`src/rtl/fault_aggregator.sv`:
```
module fault_aggregator #(
  parameter int NSRC = 16,
  parameter int HOLD_RST = 4,
  parameter logic [NSRC-1:0] KEY = 'hA5C3
) (
  input  logic            clk,
  input  logic            rst_n,
  input  logic [NSRC-1:0] evt_i,
  input  logic            wr_en,
  input  logic [2:0]      addr,
  input  logic [NSRC-1:0] wdata,
  output logic [NSRC-1:0] rdata,
  output logic            irq_o,
  output logic            nmi_o,
  output logic            err_n_o
);

  localparam logic [2:0] A_STAT = 3'd0;
  localparam logic [2:0] A_IEN  = 3'd1;
  localparam logic [2:0] A_NEN  = 3'd2;
  localparam logic [2:0] A_PEN  = 3'd3;
  localparam logic [2:0] A_HOLD = 3'd4;
  localparam logic [2:0] A_KEY  = 3'd5;
  localparam logic [NSRC-1:0] HOLD0 = NSRC'(HOLD_RST);

  logic [NSRC-1:0] status, ien, nen, pen, hold, cnt;
  logic            pin_act;

  wire [NSRC-1:0] clr     = (wr_en && addr == A_STAT) ? wdata : '0;
  wire            pin_set = |(evt_i & pen);
  wire            key_ok  = wr_en && addr == A_KEY && wdata == KEY &&
                            cnt == '0 && (status & pen) == '0;

  always_ff @(posedge clk or negedge rst_n) begin
    if (!rst_n) begin
      status <= '0;
      ien    <= '0;
      nen    <= '0;
      pen    <= '0;
      hold   <= HOLD0;
    end else begin
      status <= (status & ~clr) | evt_i;
      if (wr_en) begin
        case (addr)
          A_IEN:   ien  <= wdata;
          A_NEN:   nen  <= wdata;
          A_PEN:   pen  <= wdata;
          A_HOLD:  hold <= wdata;
          default: ;
        endcase
      end
    end
  end

  always_ff @(posedge clk or negedge rst_n) begin
    if (!rst_n) begin
      pin_act <= 1'b0;
      cnt     <= '0;
    end else if (pin_set) begin
      pin_act <= 1'b1;
      cnt     <= hold;
    end else begin
      if (key_ok) pin_act <= 1'b0;
      if (cnt != '0) cnt <= cnt - 1'b1;
    end
  end

  always_comb begin
    case (addr)
      A_STAT:  rdata = status;
      A_IEN:   rdata = ien;
      A_NEN:   rdata = nen;
      A_PEN:   rdata = pen;
      A_HOLD:  rdata = hold;
      A_KEY:   rdata = {{(NSRC-1){1'b0}}, pin_act};
      default: rdata = '0;
    endcase
  end

  assign irq_o   = |(status & ien);
  assign nmi_o   = |(status & nen);
  assign err_n_o = ~pin_act;

  a_r4_event_sets: assert property (@(posedge clk) disable iff (!rst_n)
    (evt_i != '0) |=> ((status & $past(evt_i)) == $past(evt_i)));

  a_r2_sticky: assert property (@(posedge clk) disable iff (!rst_n)
    !(wr_en && addr == A_STAT) |=> ((status & $past(status)) == $past(status)));

  a_r7_pin_low: assert property (@(posedge clk) disable iff (!rst_n)
    ((evt_i & pen) != '0) |=> !err_n_o);

  a_r8_hold_time: assert property (@(posedge clk) disable iff (!rst_n)
    (!err_n_o && cnt != '0) |=> !err_n_o);

  a_r9_release_by_key: assert property (@(posedge clk) disable iff (!rst_n)
    $rose(err_n_o) |-> $past(wr_en && addr == A_KEY && wdata == KEY && (status & pen) == '0));

endmodule

```
`config.mk`:
```
export PLATFORM = sky130hd
export DESIGN_NAME = fault_aggregator
export DESIGN_NICKNAME = d
export VERILOG_FILES = /design/src/rtl/fault_aggregator.sv
export SDC_FILE = /design/constraint.sdc
export NUM_CORES = 1
export LEC_CHECK = 0
export ABC_AREA = 1
export ABC_CLOCK_PERIOD_IN_PS = 1700
export BUFFER_PORTS_ARGS = -buffer_cell sky130_fd_sc_hd__clkbuf_2
export CORE_AREA = 2 2 116 118
export DETAILED_ROUTE_END_ITERATION = 16
export DIE_AREA = 0 0 118 120
export HOLD_SLACK_MARGIN = 0.05
export PLACE_DENSITY_LB_ADDON = 0.2
export SLEW_MARGIN = 0
export SYNTH_ARGS = -nofsm -noshare
export SYNTH_HDL_FRONTEND = slang
export SYNTH_SLANG_ARGS = --single-unit
```
`constraint.sdc`:
```
create_clock -name clk -period 1.7 [get_ports clk]
set_clock_uncertainty 0.2 [all_clocks]
set_input_delay 0.255 -clock clk [delete_from_list [all_inputs] [get_ports clk]]
set_output_delay 0.255 -clock clk [all_outputs]
set_load 0.02 [all_outputs]
```
==> impl_results.md <==
- Worst Hold End: hold[7]
- Total grt overflow: 0
- CTS tree: done
- # nets final: a little under 900
- Max-cap viol count: 0
- Max Fclk: 478 MHz
- Setup Viol. Count Final: 19
- Worst r2r dst: pin_act
- Post-route antenna net violation count: 0
- H-tree levels: 3
- Die ar.: 14200 um^2
- Cell taking the most area after synthesis: dfrtp_1
- Final Cycle Share: 123%
- Startpoint types: flop
- Post-route setup slack: -0.393 ns
- Fin. max-slew vios: 0
- Placed Cells incl. Taps: 963
- Post-Synthesis Cells: 672
- DRT iter0 DRCs: 378
- VDD IR max: 0.570 mV
- Largest net degree at the start of global routing: 50
- CTS sink cnt: 97
- Most frequent cells after synthesis: 236 x nand2_1, 96 x dfrtp_1, 81 x o21ai_0
- Via-per-instance ratio: 5.19
- Layout fillers: 1186
- Endpoints failing hold: 0
- Wire length per cell: 17.3 um
- Final hold slack: 0.0598 ns
- Top cell type's share of synthesized area: a little under half
- Count leader, synth: nand2_1
- Worst-path maximum fanout: 2
- Failing checks: setup timing
- Syn nets: 711
- Number of synthesized flops with an enable pin: 0
- Area Overhead vs Synth: 49.7%
- Ys flop type: dfrtp_1
- Mapped Avg Cell Area: 7.48 um^2
- Hold path depth: 3
- Register area: 2430 um^2
- Die Span X: 118 um
- # rows: 42
- Number of global-route vias before repair: 5256
- Post-synthesis cell area: 5030 um^2
- Number of port buffers: 56
- CP required: around 1.2 ns
- XOR/XNOR Fraction of Synth Area: 1.57%
- Io pins: 57
- First-pass GRT wire length: 27.1 mm
- Root Driver: clkbuf_16
- Non-Filler Instances: 1030
- Status: finished with violations
- Largest family of logic cells by synthesized area: simple AND/OR/NAND/NOR gates
- Slew margin rel.: 71.9%
- Number of CTS-inserted buffers: 9
- DR vias: 5341
- R2R depth: 11
- Clock Latency Late Sink: 0.36 ns
- PD cells: 1040 nW/um^2
- Min Tclk post-route: approximately 2.1 ns
- DR pass1 iterations: 6
- R2r startpoint: pen[5]
- # DRC: 0
- Top post-synthesis cells by area: dfrtp_1 48%, nand2_1 18%, o21ai_0 8.1%, inv_1 5.1%, nor2_1 3.6%
- GPL Wtd Cong: 0.997
- HP Start: wdata[7]
- Post-synthesis mux area share: 0%
- Compound-Gate Fraction of Synth Area: 14.8%
- Worst-Margin Slew: 0.421 ns
- Final HPWL DP: 12.5 mm
- Core area: 13000 um^2
- Hold WC Path Type: in -> reg
- RSZ-0062 raised after global routing: true
- DRT Wirelength: 17.8 mm
- Warnings, synthesis: 0
- Clock Pin Slew Worst Setup and Hold Paths: 0.07 ns
- Post-Synth Simple-Gate Area: 27.4%
- Diodes inserted: 0
- Pre-CTS setup slack: -0.130 ns
- Die H: 120 um
- Data arrival, critical path: about 1.6 ns
- Distinct cells, synth: 31
- Clk buf depth: 2
- Layout cells sized above 1: 35.6%
- Type of destination of the critical path: output pin
- Flop-to-flop setup slack: -0.01 ns
- Setup TNS: -2.23 ns
- Register area share after synthesis: 48.3%
- Antenna violations before repair: 0
- Tot GR Track Use: 25.2%
- Synthesis-stage register bit count: 97
- Starting density of the core: 38.8%
- Area of the multi-input gates: ~2600 um^2
- Worst setup path category: reg -> out
- Async SR Flop Fraction: 100%
- Leak: about 3.8 nW
- Synth Area in Adders: 0.249%
[final cells by class]
class	count	share of cell area [%]
Clock inverter	4	0.382
Tap cell	176	2.92
Timing Repair Buffer	186	21.8
Sequential cell	97	32.3
Clock buffer	11	3.36
Inverter	75	4.17
Multi-Input combinational cell	481	35.1
[report_power, final]
part / internal (mW) / switching [mW] / leakage [nW]
Clock: 1.06 / 0.903 / 0.134
Sequential: 2.71 / 0.350 / 1.16
Combinational: 1.26 / 1.57 / 2.51
[cells by family (layout without fill, tap and decap cells)]
| group | count (synthesis) | count (layout) |
|---|---|---|
| AND/OR/NAND/NOR | 336 | 337 |
| AO/OA/AOI/OAI | 134 | 134 |
| flip-flops | 97 | 97 |
| buffers and inverters | 95 | 276 |
| XOR/XNOR | 9 | 9 |
| adder cells (fa/ha/maj) | 1 | 1 |
[worst max-delay path by stage]
stage / cells past startpoint / endpoint / startpoint / slack, ns
CTS: 5 / irq_o / ien[0] / -0.29
global route: 5 / irq_o / status[1] / -0.45
detailed placement: 9 / cnt[6] / cnt[0] / -0.13
global placement: 7 / rdata[9] / addr[0] / -0.1
floorplan: 7 / cnt[7] / cnt[0] / 0.08
finish: 5 / irq_o / ien[12] / -0.39
[metal layers]
metal | GRT usage, % | vias to the layer above | part of all wire (%) | wire (um)
li1 | - | 2526 | - | -
met3 | 4.90 | 57 | 5.8 | 1030
met4 | 12.3 | 0 | 4.1 | 738
met5 | 0 | - | 0 | 0
met2 | 41.1 | 205 | 48 | 8500
met1 | 32.1 | 2553 | 42 | 7540
[registers in the layout, indices dropped and copies added, names as in the netlist]
| name | count |
|---|---|
| cnt | 16 |
| hold | 16 |
| ien | 16 |
| nen | 16 |
| pen | 16 |
| status | 16 |
| pin_act | 1 |
[metrics by stage]
step / power (mW) / util [%] / cell area, um^2
finish: 7.87 / 58.0 / 7530
global route: 8.29 / 58.0 / 7530
CTS: 7.52 / 54.6 / 7080
detailed placement: 5.13 / 47.1 / 6110
global placement: 5.08 / 47.1 / 6110
floorplan: 4.17 / - / 5030
[placed cells by master (no fill, tap or decap), drive strengths merged, types with 10 or more instances in the layout]
| cell type | instances |
|---|---|
| buf | 127 |
| o21bai | 10 |
| a21oi | 12 |
| inv | 73 |
| o21ai | 88 |
| nand4 | 11 |
| o22ai | 13 |
| dlygate4sd3 | 17 |
| nand3 | 30 |
| nor2 | 52 |
| clkbuf | 53 |
| dfrtp | 96 |
| nand2 | 240 |
[what timing repair did]
| action | 4_1_cts | 5_1_grt |
|---|---|---|
| hold buffers | 17 | 0 |
| setup buffers | 20 | 16 |
| pin swaps | 36 | 46 |
| setup endpoints to repair | 34 | 35 |
| resized for setup | 110 | 109 |
| endpoints found under the hold margin | 112 | 0 |
| gates cloned | 0 | 1 |
[critical path: stages, from the launching register on]
cell,delay (ns)
dfrtp_1,0.39
inv_2,0.09
o21ai_1,0.11
a221oi_2,0.32
nand3_1,0.18
clkbuf_8,0.19
Note: power is estimated with default switching activity, not from simulation.
